--- src/rtl/uv_track_pkg.sv ---
package uv_track_pkg;
  localparam int OFF_W = 9;

  typedef enum logic [1:0] {
    ST_RUN   = 2'd0,
    ST_LATCH = 2'd1,
    ST_SLEEP = 2'd2
  } uv_state_e;

  // Fault offsets below setpoint, mV
  function automatic logic [OFF_W-1:0] fault_off(input logic [1:0] sel);
    case (sel)
      2'd0:       return 9'd150;
      2'd1, 2'd2: return 9'd200;
      default:    return 9'd300;
    endcase
  endfunction

  // Warning offsets below setpoint, mV
  function automatic logic [OFF_W-1:0] warn_off(input logic [1:0] sel);
    case (sel)
      2'd0:    return 9'd100;
      2'd1:    return 9'd150;
      2'd2:    return 9'd200;
      default: return 9'd300;
    endcase
  endfunction
endpackage

--- src/rtl/uv_cmp.sv ---
module uv_cmp
  import uv_track_pkg::*;
#(
  parameter int MV_W = 16
) (
  input  logic            clk,
  input  logic            rst,
  input  logic            mon,
  input  logic [MV_W-1:0] vout_mv,
  input  logic [MV_W-1:0] vset_mv,
  input  logic [1:0]      uvf_sel,
  input  logic [1:0]      uvw_sel,
  output logic            below_f,
  output logic            below_w
);
  localparam int SUM_W = MV_W + 1;

  logic [SUM_W-1:0] vset_x, f_sum, w_sum;

  // sample + offset < setpoint, one extra bit so no wrap
  always_comb begin
    vset_x = {1'b0, vset_mv};
    f_sum  = {1'b0, vout_mv} + SUM_W'(fault_off(uvf_sel));
    w_sum  = {1'b0, vout_mv} + SUM_W'(warn_off(uvw_sel));
  end

  always_ff @(posedge clk) begin
    if (rst) begin
      below_f <= 1'b0;
      below_w <= 1'b0;
    end else begin
      below_f <= mon && (f_sum < vset_x);
      below_w <= mon && (w_sum < vset_x);
    end
  end
endmodule

--- src/rtl/uv_sticky.sv ---
module uv_sticky (
  input  logic clk,
  input  logic rst,
  input  logic hit,
  input  logic clr,
  output logic flag
);
  // set wins; clear only when condition is gone
  always_ff @(posedge clk) begin
    if (rst)             flag <= 1'b0;
    else if (hit)        flag <= 1'b1;
    else if (clr)        flag <= 1'b0;
  end
endmodule

--- src/rtl/uv_qual.sv ---
module uv_qual #(
  parameter int DLY_BASE = 16
) (
  input  logic       clk,
  input  logic       rst,
  input  logic       below,
  input  logic [1:0] dly_sel,
  output logic       expire
);
  localparam int CNT_W = $clog2(DLY_BASE * 8 + 1);

  logic [CNT_W-1:0] cnt, limit;

  always_comb begin
    limit  = CNT_W'((DLY_BASE << dly_sel) - 1);
    expire = below && (cnt == limit);
  end

  // any recovery restarts the count from zero
  always_ff @(posedge clk) begin
    if (rst || !below || expire) cnt <= '0;
    else                         cnt <= cnt + 1'b1;
  end
endmodule

--- src/rtl/uv_resp.sv ---
module uv_resp
  import uv_track_pkg::*;
#(
  parameter int CLK_PER_MS = 250000,
  parameter int SLEEP_MS   = 56
) (
  input  logic clk,
  input  logic rst,
  input  logic en,
  input  logic expire,
  input  logic restart,
  output logic run,
  output logic hs_en,
  output logic ls_en,
  output logic restart_req
);
  localparam int PRE_W = $clog2(CLK_PER_MS + 1);
  localparam int MS_W  = $clog2(SLEEP_MS + 1);

  uv_state_e        st, st_d;
  logic [PRE_W-1:0] pre;
  logic [MS_W-1:0]  ms;
  logic             pre_wrap, sleep_done;

  always_comb begin
    pre_wrap   = (pre == PRE_W'(CLK_PER_MS - 1));
    sleep_done = pre_wrap && (ms == MS_W'(SLEEP_MS - 1));
    st_d       = st;
    case (st)
      ST_RUN:   if (expire) st_d = restart ? ST_SLEEP : ST_LATCH;
      ST_LATCH: if (!en) st_d = ST_RUN;
      ST_SLEEP: if (!en || sleep_done) st_d = ST_RUN;
      default:  st_d = ST_RUN;
    endcase
  end

  always_ff @(posedge clk) begin
    if (rst) begin
      st          <= ST_RUN;
      pre         <= '0;
      ms          <= '0;
      hs_en       <= 1'b0;
      ls_en       <= 1'b0;
      restart_req <= 1'b0;
    end else begin
      st          <= st_d;
      hs_en       <= (st_d == ST_RUN) && en;
      ls_en       <= (st_d == ST_RUN) && en;
      restart_req <= (st == ST_SLEEP) && en && sleep_done;
      if (st == ST_SLEEP) begin
        pre <= pre_wrap ? '0 : pre + 1'b1;
        if (pre_wrap) ms <= ms + 1'b1;
      end else begin
        pre <= '0;
        ms  <= '0;
      end
    end
  end

  assign run = (st == ST_RUN);
endmodule

--- src/rtl/uv_track_sup.sv ---
module uv_track_sup
  import uv_track_pkg::*;
#(
  parameter int MV_W       = 16,
  parameter int CLK_PER_MS = 250000,
  parameter int SLEEP_MS   = 56,
  parameter int DLY_BASE   = 16
) (
  input  logic            clk,
  input  logic            rst,
  input  logic            en,
  input  logic            ss_done,
  input  logic [MV_W-1:0] vout_mv,
  input  logic [MV_W-1:0] vset_mv,
  input  logic [1:0]      uvf_sel,
  input  logic [1:0]      uvw_sel,
  input  logic [1:0]      dly_sel,
  input  logic            restart,
  input  logic            clr_uvf,
  input  logic            clr_uvw,
  output logic            hs_en,
  output logic            ls_en,
  output logic            restart_req,
  output logic            uvf_flag,
  output logic            uvw_flag
);
  localparam int N_FLAG = 2;

  logic              run, mon, below_f, below_w, expire;
  logic [N_FLAG-1:0] hit, clr, flag;

  // monitor only when enabled, soft-started and running
  assign mon = ss_done && en && run;

  uv_cmp #(.MV_W(MV_W)) u_cmp (
    .clk     (clk),
    .rst     (rst),
    .mon     (mon),
    .vout_mv (vout_mv),
    .vset_mv (vset_mv),
    .uvf_sel (uvf_sel),
    .uvw_sel (uvw_sel),
    .below_f (below_f),
    .below_w (below_w)
  );

  assign hit = {below_w, below_f};
  assign clr = {clr_uvw, clr_uvf};

  generate
    for (genvar i = 0; i < N_FLAG; i++) begin : g_flag
      uv_sticky u_flag (
        .clk  (clk),
        .rst  (rst),
        .hit  (hit[i]),
        .clr  (clr[i]),
        .flag (flag[i])
      );
    end
  endgenerate

  assign uvf_flag = flag[0];
  assign uvw_flag = flag[1];

  uv_qual #(.DLY_BASE(DLY_BASE)) u_qual (
    .clk     (clk),
    .rst     (rst),
    .below   (below_f),
    .dly_sel (dly_sel),
    .expire  (expire)
  );

  uv_resp #(.CLK_PER_MS(CLK_PER_MS), .SLEEP_MS(SLEEP_MS)) u_resp (
    .clk         (clk),
    .rst         (rst),
    .en          (en),
    .expire      (expire),
    .restart     (restart),
    .run         (run),
    .hs_en       (hs_en),
    .ls_en       (ls_en),
    .restart_req (restart_req)
  );
endmodule

--- config.mk ---
export PLATFORM = sky130hd
export DESIGN_NAME = uv_track_sup
export DESIGN_NICKNAME = d
export VERILOG_FILES = /design/src/rtl/uv_track_pkg.sv /design/src/rtl/uv_cmp.sv /design/src/rtl/uv_sticky.sv /design/src/rtl/uv_qual.sv /design/src/rtl/uv_resp.sv /design/src/rtl/uv_track_sup.sv
export SDC_FILE = /design/constraint.sdc
export NUM_CORES = 1
export LEC_CHECK = 0
export BUFFER_PORTS_ARGS = -buffer_cell sky130_fd_sc_hd__buf_2
export CORE_ASPECT_RATIO = 1.1
export CORE_MARGIN = 8
export CORE_UTILIZATION = 44
export CTS_CLUSTER_SIZE = 14
export DETAILED_ROUTE_END_ITERATION = 7
export GPL_ROUTABILITY_DRIVEN = 0
export PLACE_DENSITY = 0.75
export SYNTH_ARGS = -nofsm -noshare
export SYNTH_HDL_FRONTEND = slang
export SYNTH_SLANG_ARGS = --single-unit
--- constraint.sdc ---
create_clock -name clk -period 2.95 [get_ports clk]
set_input_delay 0.295 -clock clk [delete_from_list [all_inputs] [get_ports clk]]
set_output_delay 0.295 -clock clk [all_outputs]
set_load 0.02 [all_outputs]
== Word-level counts from Yosys, hierarchy flattened ==
Index checks and enable logic that the tools add are counted.
W data, S select, Z words.

* Input port bits: 45
* Word-level logic and storage cells: 63
* Bits in registers: 40
* Output and inout port bits: 5

* $add $sub $neg: 6
* Shift-type cells: 1
* Order comparisons: 2
* Bitwise gates (word level): 1
* Equal/unequal tests: 9
* Reduce and logical (&&, ||, !) cells: 23
* Muxes and demuxes: 11

{| class="wikitable"
|+ Operator list
! operator !! count
|-
| $add A16 B9 Y17 || 2
|-
| $lt A17 B16 Y1 || 2
|-
| $pmux W9 S3 || 1
|-
| $add A18 B1 Y18 const B || 1
|-
| $eq A18 B18 Y1 const B || 1
|-
| $pmux W9 S2 || 1
|-
| $logic_and A1 B1 Y1 || 9
|-
| $add A8 B1 Y8 const B || 1
|-
| $eq A8 B8 Y1 || 1
|-
| $logic_not A2 Y1 || 4
|-
| $mux W2 || 4
|-
| $shl A5 B2 Y8 const A || 1
|-
| $sub A8 B2 Y8 const B || 1
|-
| $add A6 B1 Y6 const B || 1
|-
| $eq A2 B1 Y1 const B || 3
|-
| $eq A2 B2 Y1 const B || 3
|-
| $eq A6 B6 Y1 const B || 1
|-
| $pmux W2 S3 || 1
|-
| $mux W1 || 4
|-
| $reduce_bool A2 Y1 || 2
|-
| $reduce_or A2 Y1 || 2
|-
| $logic_or A1 B1 Y1 || 3
|-
| $reduce_or A3 Y1 || 1
|-
| $logic_not A1 Y1 || 2
|-
| $not A1 Y1 || 1
|}

== Depth between registers and ports, before layout ==
Gate-level depths: netlist (run 1).

* Word-level depth: 8
* Depth in mapped cells: 15
* Depth with buffers taken out: 15

== Cells and area by module ==
From an unflattened synthesis (run 1), not the netlist that was laid out.

* Cell total of the unflattened synthesis: 432
* Area total of the unflattened synthesis: 3629.7 um^2

{| class="wikitable"
|+ Modules (own cells, without submodules)
! module !! cells each !! seq. area each (um^2) !! area an instance (um^2) !! instances
|-
| uv_cmp || 230 || 40.0 || 1798.0 || 1
|-
| uv_resp || 152 || 560.5 || 1326.3 || 1
|-
| uv_qual || 41 || 160.2 || 421.7 || 1
|-
| uv_sticky || 4 || 20.0 || 38.8 || 2
|-
| uv_track_sup || 1 || 0.0 || 6.3 || 1
|}

== Worst setup path after synthesis (run 1) ==
No wires, ideal clock.

* Kind: input to register
* From: input uvw_sel[0]
* To: register u_cmp.below_w
* Stages: 15
* Arrival time: 3.065 ns
* Setup slack: -0.192 ns
* Required time: 2.872 ns
* Library setup time: 0.078 ns
* Path buffers: 0
* Path through: inv_1 > ha_1 > or2_2 > ha_1 > a211oi_1 > nor2_1 > o31ai_1 > a211oi_1 > xor2_1 > ha_1 > a21oi_1 > nor2b_1 > a2111oi_0 > o21ai_0 > nor3_1

* Word-level cells in the longest chain between the ends: 5
* Elaborated cells between the ends (all ways): 7
* Classes of those cells: add/sub (1); order compare (1); eq/ne (2); mux (1); reduce/logical (2)

{| class="wikitable"
|+ Ends and longest elaborated chain
! element !! RTL line !! text
|-
| from (decl) || uv_track_sup.sv:16 || <nowiki>input logic [1:0] uvw_sel,</nowiki>
|-
| $eq A2 B2 Y1, or another cell as far along || uv_track_pkg.sv:21 || <nowiki>case (sel)</nowiki>
|-
| $pmux W9 S3 * || uv_track_pkg.sv:21 ||
|-
| $add A16 B9 Y17 * || uv_cmp.sv:24 || <nowiki>w_sum = {1'b0, vout_mv} + SUM_W'(warn_off(uvw_sel));</nowiki>
|-
| $lt A17 B16 Y1 * || uv_cmp.sv:33 || <nowiki>below_w <= mon && (w_sum < vset_x);</nowiki>
|-
| $logic_and A1 B1 Y1 * || uv_cmp.sv:33 ||
|-
| to (signal assigned) || uv_cmp.sv:33 ||
|-
| to (decl) || uv_cmp.sv:14 || <nowiki>output logic below_w</nowiki>
|}

Mark *: on every way between the ends. The rest lies on a longest branch, timed or not.
A chain may end at the register's enable or synchronous reset.

== Worst setup path after layout (run 1) ==
* From: input uvf_sel[1]
* To: register u_cmp.below_f

* Word-level cells in the longest chain between the ends: 6
* Elaborated cells between the ends (all ways): 8
* Classes of those cells: add/sub (1); order compare (1); eq/ne (2); mux (1); reduce/logical (3)

{| class="wikitable"
|+ Ends and longest elaborated chain
! element !! RTL line !! text
|-
| from (decl) || uv_track_sup.sv:15 || <nowiki>input logic [1:0] uvf_sel,</nowiki>
|-
| $eq A2 B1 Y1 / $eq A2 B2 Y1 (equally long branches) || uv_track_pkg.sv:12 || <nowiki>case (sel)</nowiki>
|-
| $reduce_or A2 Y1 || uv_track_pkg.sv:12 ||
|-
| $pmux W9 S2 * || uv_track_pkg.sv:12 ||
|-
| $add A16 B9 Y17 * || uv_cmp.sv:23 || <nowiki>f_sum = {1'b0, vout_mv} + SUM_W'(fault_off(uvf_sel));</nowiki>
|-
| $lt A17 B16 Y1 * || uv_cmp.sv:32 || <nowiki>below_f <= mon && (f_sum < vset_x);</nowiki>
|-
| $logic_and A1 B1 Y1 * || uv_cmp.sv:32 ||
|-
| to (signal assigned) || uv_cmp.sv:32 ||
|-
| to (decl) || uv_cmp.sv:13 || <nowiki>output logic below_f,</nowiki>
|}

Marked as above.

==> results of run 1 <==
[layer usage]
| metal | global-route usage | vias up | routed length, um |
|---|---|---|---|
| met2 | 0.291 | 53 | 4460 |
| met5 | 0 | - | 0 |
| met4 | 0.0595 | 0 | 192 |
| met1 | 0.161 | 1464 | 3610 |
| met3 | 0.0259 | 17 | 230 |
| li1 | - | 1660 | - |
[path summary, 6_finish.rpt]
check | from | end | slack (ns)
setup / recovery | uvf_sel[1] | u_cmp.below_f$_SDFF_PP0_ | -0.06
hold reg to reg | u_qual.cnt[0]$_SDFF_PP0_ | u_qual.cnt[0]$_SDFF_PP0_ | 0.45
hold / removal | rst | u_resp.st[1]$_SDFF_PP0_ | 0.23
setup reg to reg | u_resp.pre[0]$_SDFF_PP0_ | u_resp.pre[8]$_SDFF_PP0_ | 1.03
[sequential cells by signal (all words and copies together) (netlist names)]
| name | flops |
|---|---|
| g_flag.u_flag.flag | 2 |
| u_cmp.below_f | 1 |
| u_cmp.below_w | 1 |
| u_qual.cnt | 8 |
| u_resp.hs_en | 1 |
| u_resp.ms | 6 |
| u_resp.pre | 18 |
| u_resp.restart_req | 1 |
| u_resp.st | 2 |
[layout make-up]
type                    instances  area (um^2)  area share
flip-flops and latches         40          801       0.180
multi-input cells             339         2660       0.597
inverters                      33          126      0.0284
clock buffers                   6         82.6      0.0186
well taps                     105          131      0.0296
repair buffers                 96          611       0.137
clock inverters                 2         38.8     0.00873
[kinds of logic after synthesis]
family                   Yosys count  share of synthesized area
AO/OA/AOI/OAI                     81                      0.158
XOR/XNOR                          50                      0.130
adder cells (fa/ha/maj)           56                      0.212
multiplexers                       1                    0.00296
flip-flops                        40                      0.237
AND/OR/NAND/NOR                  151                      0.218
buffers and inverters             37                     0.0426
[power breakdown]
group	total [W]	switching, W	internal, W
Combinational	0.000597	0.000300	0.000297
Sequential	0.000544	0.00000187	0.000543
Clock	0.000472	0.000195	0.000277
Total	0.00161	0.000497	0.00112
[synth_stat cells, types with 2 or more instances]
cell type / number / area, um^2
nor2_1: 64 / 240
ha_1: 54 / 676
dfxtp_1: 40 / 801
inv_1: 33 / 124
nand2_1: 28 / 105
xor2_1: 26 / 228
xnor2_1: 24 / 210
a21oi_1: 22 / 110
o21ai_0: 14 / 70.1
nand3_1: 13 / 65.1
and3_1: 10 / 62.6
nand4_1: 10 / 62.6
a211oi_1: 8 / 60.1
a21o_1: 6 / 45.0
nor3_1: 6 / 30.0
o21a_1: 6 / 45.0
and2_1: 4 / 25.0
a2111oi_0: 3 / 26.3
a211o_1: 3 / 26.3
a21boi_0: 3 / 22.5
a31oi_1: 3 / 18.8
a31o_2: 2 / 17.5
a41oi_1: 2 / 17.5
clkbuf_1: 2 / 7.51
fa_1: 2 / 40.0
nor2b_1: 2 / 12.5
o2111ai_1: 2 / 17.5
o31ai_1: 2 / 15.0
[metrics by stage]
| stage | utilization | hold slack, ns | area, um^2 | total power [W] |
|---|---|---|---|---|
| 2_1_floorplan | - | 0.364 | 3420 | 0.000864 |
| 3_3_place_gp | 0.547 | 0.425 | 4090 | 0.00105 |
| 3_5_place_dp | 0.547 | 0.441 | 4090 | 0.00106 |
| 4_1_cts | 0.568 | 0.226 | 4250 | 0.00155 |
| 5_1_grt | 0.595 | 0.232 | 4450 | 0.00171 |
| 6_report | 0.595 | 0.227 | 4450 | 0.00161 |
[timing repair]
action	in CTS	in global routing
resized for setup	9	42
pin swaps	2	11
buffers inserted	0	5
endpoints found under the hold margin	0	0
setup endpoints to repair	2	2
==> metrics.sh, run 1 <==
ROUTED_WIRELENGTH_UM=8500
WORSTSETUPPATHTYPE='input port to register'
TRITONCTS.NUM_BUFFERS=5
TOP_ACHIEVABLE_CLOCK_SPEED_GHz=0.332
CLKLATENCYLATEPIN_NS=0.29
FIN_CRIT_SH=1.02
POWER_DENSITY_nW_PER_UM2=363
VDD_IR_DROP_MAX_uV=177
CLOCK_SINK_COUNT=40
GRT_FIRST_PASS_WIRELENGTH_UM=13700
LAYOUT.CELLS.MOST_COMMON='nor2_1'
WORSTPATHBUFFERINVERTERCOUNT=4
LAYOUT_SETUP_WS_NS=-0.0632
NFILLCELLS=656
REQUIRED_NS=3.14
NETS=616
STARTPOINT_TYPE='input port'
CTS.HTREE.LEVELS=2
NUMBER_OF_PLACEMENT_ROWS=33
DRIVE_ABOVE_1_SHARE=0.283
SYNTH.YOSYS.WARNINGS=0
END_KIND='register'
SYNTHARSTFLOPSHARE=0
SYNTHESIS.AREA_PER_INSTANCE_UM2=8.12
DETAIL_ROUTE.DRC_VIOLATIONS=0
CAP_VIOL_MAX_COUNT=0
CRITPATHSLOWESTCELL='fa_1'
YS_SEQ_AREA_FRAC=0.237
FINCLKSKEW_NS=0.00627
VIAS_IN_THE_FIRST_GLOBAL_ROUTE=3354
PLACED_CELLS_INCL_TAPS=608
SYNTH_CELL_AREA_UM2=3380
P_LEAK_nW=1.99
NUM_VIAS=3194
DPL_WORST_SLACK_NS=-0.528
DIEWIDTH_UM=99.6
CTS_HOLD_BUFFERS=0
HOLD_VIOLATIONS=0
FP.DIEH_UM=108
CTS_TREE='done'
POSTSYNTHNETCOUNT=517
GLOBALROUTEOVERFLOWTOTAL=0
COREAREA_UM2=7470
MAX-SLEW-MARGIN-REL=0.640
CRITICAL_PATH.CELL_CHAIN='buf_2, inv_2, ha_4, inv_2, fa_1, a21oi_1, o211ai_1, a41oi_2, nor2_1, xor2_1, ha_1, nand2_1, o21ai_4, buf_4, a41oi_4, a211oi_2, nor3_1'
YS_FF_LATCH=40
WORST-SLEW-PIN-TRANSITION_NS=0.538
YOSYS_MOST_USED_DFF='dfxtp_1'
SYN_INST=416
VIOLATIONS_IN_THE_FINAL_REPORTS='setup timing'
DETAIL-ROUTE-ANTENNA-NETS=0
DRT-VIAS-PER-INSTANCE=5.14
GROUTE.USAGE.OVERALL=0.152
CRIT_FANOUT=2
IO_BUFFERS=49
MOST-COMMON-LAYOUT-CELLS='nor2_1 (63), ha_1 (47), buf_2 (47), buf_4 (47), dfxtp_1 (40)'
TIMING.CRITICAL_PATH.DEPTH=17
DIE_AREA_UM2=10700
ROUTED_WIRE_LENGTH_PER_INSTANCE_UM=13.7
SETUP-TNS-FINAL_NS=-0.0632
DRT_ITER0_MARKERS=81
CTS.CLK_SLEW.WORST_PATHS_NS=0.08
DRTPASS1ITERATIONS=4
NUMBER_OF_TOP_LEVEL_PINS=50
FINALWORSTPATHREQUIREDPERIOD_NS=3.01
FLOW.AREA_GROWTH_FROM_SYNTHESIS_PCT=31.5
CRITPATHARRIVALTIME_NS=3.20
HOLD_PATH_DEPTH=2
INITIAL_ANTENNA_VIOLATION_COUNT=0
SLOWEST_DELAY_NS=0.41
POST_LAYOUT_NONFILLER_INSTANCES=621
GRT_MAX_DEGREE=17
CTS-ROOT-TO-SINK-BUFFERS=2
PLACE_HPWL_UM=6620
HOLDCRITPATHCLASS='input port to register'
GRT_SETUP_UNREPAIRED='yes'
TIMING.REG2REG.WORST_PATH_DEPTH=6
CP_TOP_FAMILY='compound AO/OA/AOI/OAI gates'
CTS_ROOT_BUF='clkbuf_8'
INITIAL_CORE_UTIL=0.452
RUN_STATUS='finished with violations'
ANT_DIODES=0
SYNTH_ENABLE_FLOP_CELLS=0
YS_TYPES=50
DRV_SLEW=0
PATH_COMMON_CELL='inv_2'
SETUP_VIOL=1
No activity file was read; power rests on OpenSTA's default activity.
==> run 2: changes to the inputs <==
--- a/config.mk
+++ b/config.mk
@@ -5,14 +5,14 @@
 export SDC_FILE = /design/constraint.sdc
 export NUM_CORES = 1
 export LEC_CHECK = 0
+export ABC_AREA = 1
 export BUFFER_PORTS_ARGS = -buffer_cell sky130_fd_sc_hd__buf_2
 export CORE_ASPECT_RATIO = 1.1
-export CORE_MARGIN = 8
 export CORE_UTILIZATION = 44
 export CTS_CLUSTER_SIZE = 14
 export DETAILED_ROUTE_END_ITERATION = 7
 export GPL_ROUTABILITY_DRIVEN = 0
-export PLACE_DENSITY = 0.75
+export PLACE_DENSITY = 0.72
 export SYNTH_ARGS = -nofsm -noshare
 export SYNTH_HDL_FRONTEND = slang
 export SYNTH_SLANG_ARGS = --single-unit
==> run 2 against run 1 <==
The run ends with DRC left. Total power down 12%. Hold slack worse by 0.026 ns. First-iteration DRC count up 42%. Die area down 16%. Critical path type unchanged.
==> metrics.sh, run 2 <==
POSTSYNTHNETCOUNT=672  # +30%
POWER_DENSITY_nW_PER_UM2=322  # -11%
CELL_AREA_AFTER_LAYOUT_UM2=4440  # -0.23%
LARGEST_REGISTER_FF_COUNT=18  # unchanged
DRT-VIAS-PER-INSTANCE=4.99  # -3.0%
DRT_ITER0_MARKERS=115  # +42%
YOSYS_MOST_USED_DFF='dfxtp_1'
COREAREA_UM2=8360  # +12%
DRTPASS1ITERATIONS=6  # +2
GRT-BUSIEST-LAYER='met2'
ENDPOINT='u_cmp.below_w$_SDFF_PP0_'
SYNTH_TOP_AREA_CELLS='dfxtp_1 (21%), ha_1 (18%), nand2_1 (14%), inv_1 (9.7%), xor2_1 (5.3%)'
YOSYSTOPAREACELLSHARE=0.211  # -0.0257
REGTOREGSTARTPOINT='u_resp.pre[0]$_SDFF_PP0_'
SYNTH_CELL_AREA_UM2=3790  # +12%
NUM_VIAS=3780  # +18%
CRITPATHARRIVALTIME_NS=3.04  # -0.16 ns
FINCLKSKEW_NS=0.00552  # -0.000748 ns
TOP_ACHIEVABLE_CLOCK_SPEED_GHz=0.354  # +6.7%
SYN_INST=571  # +37%
ROUTED_WIRE_LENGTH_PER_INSTANCE_UM=11.3  # -17%
CLKLATENCYLATEPIN_NS=0.30  # about the same
VIOLATIONS_IN_THE_FINAL_REPORTS='DRC'
HOLDCRITPATHCLASS='input port to register'
REGISTERS.TOP_BY_FF_COUNT='u_resp.pre'
ANT_DIODES=0  # unchanged
FP.DIEH_UM=99.3  # -7.9%
ROUTED_WIRELENGTH_UM=8590  # +1.1%
SYNTH.YOSYS.WARNINGS=0  # unchanged
CRIT_FANOUT=4  # +2
REQUIRED_NS=3.17  # +0.03 ns
PLACE_AREA_UM2=4320  # +5.5%
GLOBALROUTEOVERFLOWTOTAL=0  # unchanged
SYNTH_ENABLE_FLOP_CELLS=0  # unchanged
LAYOUT_SETUP_WS_NS=0.126  # +0.189 ns
HOLD_SLACK_NS=0.201  # -0.0262 ns
IO_BUFFERS=49  # unchanged
REG2REG_SETUP_SLACK_NS=1.21  # +0.18 ns
SETUP_VIOL=0  # -1
MAX-SLEW-MARGIN-REL=0.676  # +0.0357
CTS_TREE='done'
VIAS_IN_THE_FIRST_GLOBAL_ROUTE=3638  # +8.5%
DIE_AREA_UM2=8990  # -16%
CAP_VIOL_MAX_COUNT=0  # unchanged
DPL_WORST_SLACK_NS=-0.246  # +0.282 ns
TRITONCTS.NUM_BUFFERS=5  # unchanged
NUMBER_OF_PLACEMENT_ROWS=35  # +6.1%
LAYOUT.CORE_UTILIZATION=0.530  # -0.0646
YS_SEQ_AREA_FRAC=0.211  # -0.0257
RUN_STATUS='finished with violations'
DRV_SLEW=0  # unchanged
CTS-ROOT-TO-SINK-BUFFERS=2  # unchanged
POST-SYNTH-TOP-COUNT-CELL='nand2_1'
CTS.CLK_SLEW.WORST_PATHS_NS=0.07  # about the same
GRT_USE_MET2=0.378  # +0.0867
FLOW.AREA_GROWTH_FROM_SYNTHESIS_PCT=17.0
MOST-COMMON-LAYOUT-CELLS='nand2_1 (139), inv_1 (98), ha_1 (53)'
DETAIL_ROUTE.DRC_VIOLATIONS=2  # +2
NETS=747  # +21%
SYNTHESIS.AREA_PER_INSTANCE_UM2=6.64  # -18%
NETLIST_TOP_CELLS_COUNT='nand2_1 (139), inv_1 (98), ha_1 (54)'
FF_LATCH_AREA_UM2=801  # unchanged
VDD_IR_DROP_MAX_uV=166  # -6.2%
MULTI_INPUT_AREA_UM2=2610  # -1.6%
CLOCK_SINK_COUNT=40  # unchanged
WORSTREG2REGEND='u_resp.pre[16]$_SDFF_PP0_'
CTS_ROOT_BUF='clkbuf_8'
YS_FF_LATCH=40  # unchanged
MET1_USAGE=0.235  # +0.0735
SYNTH_TOP_CELL_BY_AREA='dfxtp_1'
WORST-SLEW-PIN-TRANSITION_NS=0.482  # -0.0560 ns
DETAIL-ROUTE-ANTENNA-NETS=0  # unchanged
CRITPATHLAUNCH='uvw_sel[1]'
INITIAL_CORE_UTIL=0.453  # +0.000902
NFILLCELLS=858  # +31%
GRT_SETUP_UNREPAIRED='yes'
LAYOUT.CELLS.MOST_COMMON='nand2_1'
P_LEAK_nW=2.20  # +10%
END_KIND='register'
STARTPOINT_TYPE='input port'
GRT_FIRST_PASS_WIRELENGTH_UM=15000  # +10%
DRIVE_ABOVE_1_SHARE=0.159  # -0.124
GROUTE.LAYER.MET3.USAGE=0.0275  # +0.00165
HOLD_VIOLATIONS=0  # unchanged
SYNTHARSTFLOPSHARE=0  # unchanged
CTS.HTREE.LEVELS=2  # unchanged
TIMING.REG2REG.WORST_PATH_DEPTH=8  # +2
TOP_REGS='u_resp.pre: 18 flops, u_qual.cnt: 8 flops, u_resp.ms: 6 flops'
DIEWIDTH_UM=90.5  # -9.1%
PLACE_HPWL_UM=7260  # +9.7%
HOLDCRITSTARTPOINT='clr_uvf'
YS_TYPES=39  # -22%
NUMBER_OF_TOP_LEVEL_PINS=50  # unchanged
WORSTSETUPPATHTYPE='input port to register'
FIN_CRIT_SH=0.957  # -0.0641
INITIAL_ANTENNA_VIOLATION_COUNT=0  # unchanged
GROUTE.USAGE.OVERALL=0.202  # +0.0505
GRT_MAX_DEGREE=16  # -1
FINALWORSTPATHREQUIREDPERIOD_NS=2.82  # -0.189 ns
[run 2: cell types whose count changed after synthesis, moves of 10 or more]
cell and delta:
inv_1 +65, nor3_1 +17, a21oi_1 +17, and3_1 -10
nand2_1 +111, nor2_1 -15, xnor2_1 -17, nand3_1 +16
[run 2: critical path: stages]
cell and delay, ns:
buf_2 0.11, inv_1 0.05, ha_1 0.20, ha_1 0.22, fa_1 0.38, nand2_1 0.08, inv_1 0.05, nand2_1 0.05
nand2_1 0.10, a21oi_2 0.20, xor2_1 0.19, inv_1 0.07, ha_1 0.27, nand2_1 0.11, a21oi_1 0.05, nor2_1 0.10
nand3_1 0.13, nand2_1 0.08, nand2_1 0.05, nand2_1 0.06, nand2_1 0.05, a21oi_1 0.16
[run 2: layout make-up]
class                      instances  area share
clock buffer                       8      0.0203
inverter                         102      0.0863
multi-input combinational        426       0.589
sequential                        40       0.181
tap                              111      0.0313
timing repair buffer              71      0.0925
[run 2: how the worst min path moves through the flow]
stage	endpoint	slack, ns	depth (start not counted)
after floorplan	u_resp.st[1]$_SDFF_PP0_	0.36	1
after global placement	g_flag[1].u_flag.flag$_SDFFE_PP0P_	0.43	2
after detailed placement	g_flag[1].u_flag.flag$_SDFFE_PP0P_	0.43	2
after CTS	g_flag[0].u_flag.flag$_SDFFE_PP0P_	0.20	2
after global routing	g_flag[0].u_flag.flag$_SDFFE_PP0P_	0.23	2
final	g_flag[0].u_flag.flag$_SDFFE_PP0P_	0.20	2
[run 2: power breakdown]
group | total, W | switching, W | leakage [nW] | internal [W]
clock network | 0.000377 | 0.000187 | 0.0455 | 0.000191
logic | 0.000506 | 0.000286 | 1.83 | 0.000220
registers | 0.000544 | 0.00000182 | 0.323 | 0.000543
total | 0.00143 | 0.000474 | 2.20 | 0.000953
[run 2: layer usage]
layer,part of all wire,vias up
li1,-,1983
met1,0.45,1677
met2,0.49,104
met3,0.038,16
met4,0.021,0
met5,0,-
[run 2: cell families (layout without fill, tap and decap cells)]
logic type	Yosys count	after routing	share of synthesized area
simple gates	277	277	0.328
buf+inv	105	181	0.107
fa+ha+maj	56	56	0.189
compound gates	62	62	0.0905
flops	40	40	0.211
xor+xnor	31	31	0.0736
[run 2: metrics by stage]
stage / instances / total power (W) / TNS [ns]
global placement: 750 / 0.00103 / -0.200
detailed placement: 750 / 0.00105 / -0.251
global route: 758 / 0.00154 / -0.0637
finish: 758 / 0.00143 / 0
floorplan: 571 / 0.000881 / 0
CTS: 758 / 0.00143 / 0
[run 2: repair_timing]
item,4_1_cts,5_1_grt
endpoints found under the setup margin,0,2
hold buffers,0,0
gates resized for setup,0,7
setup buffers,0,0
hold endpoints to repair,0,0
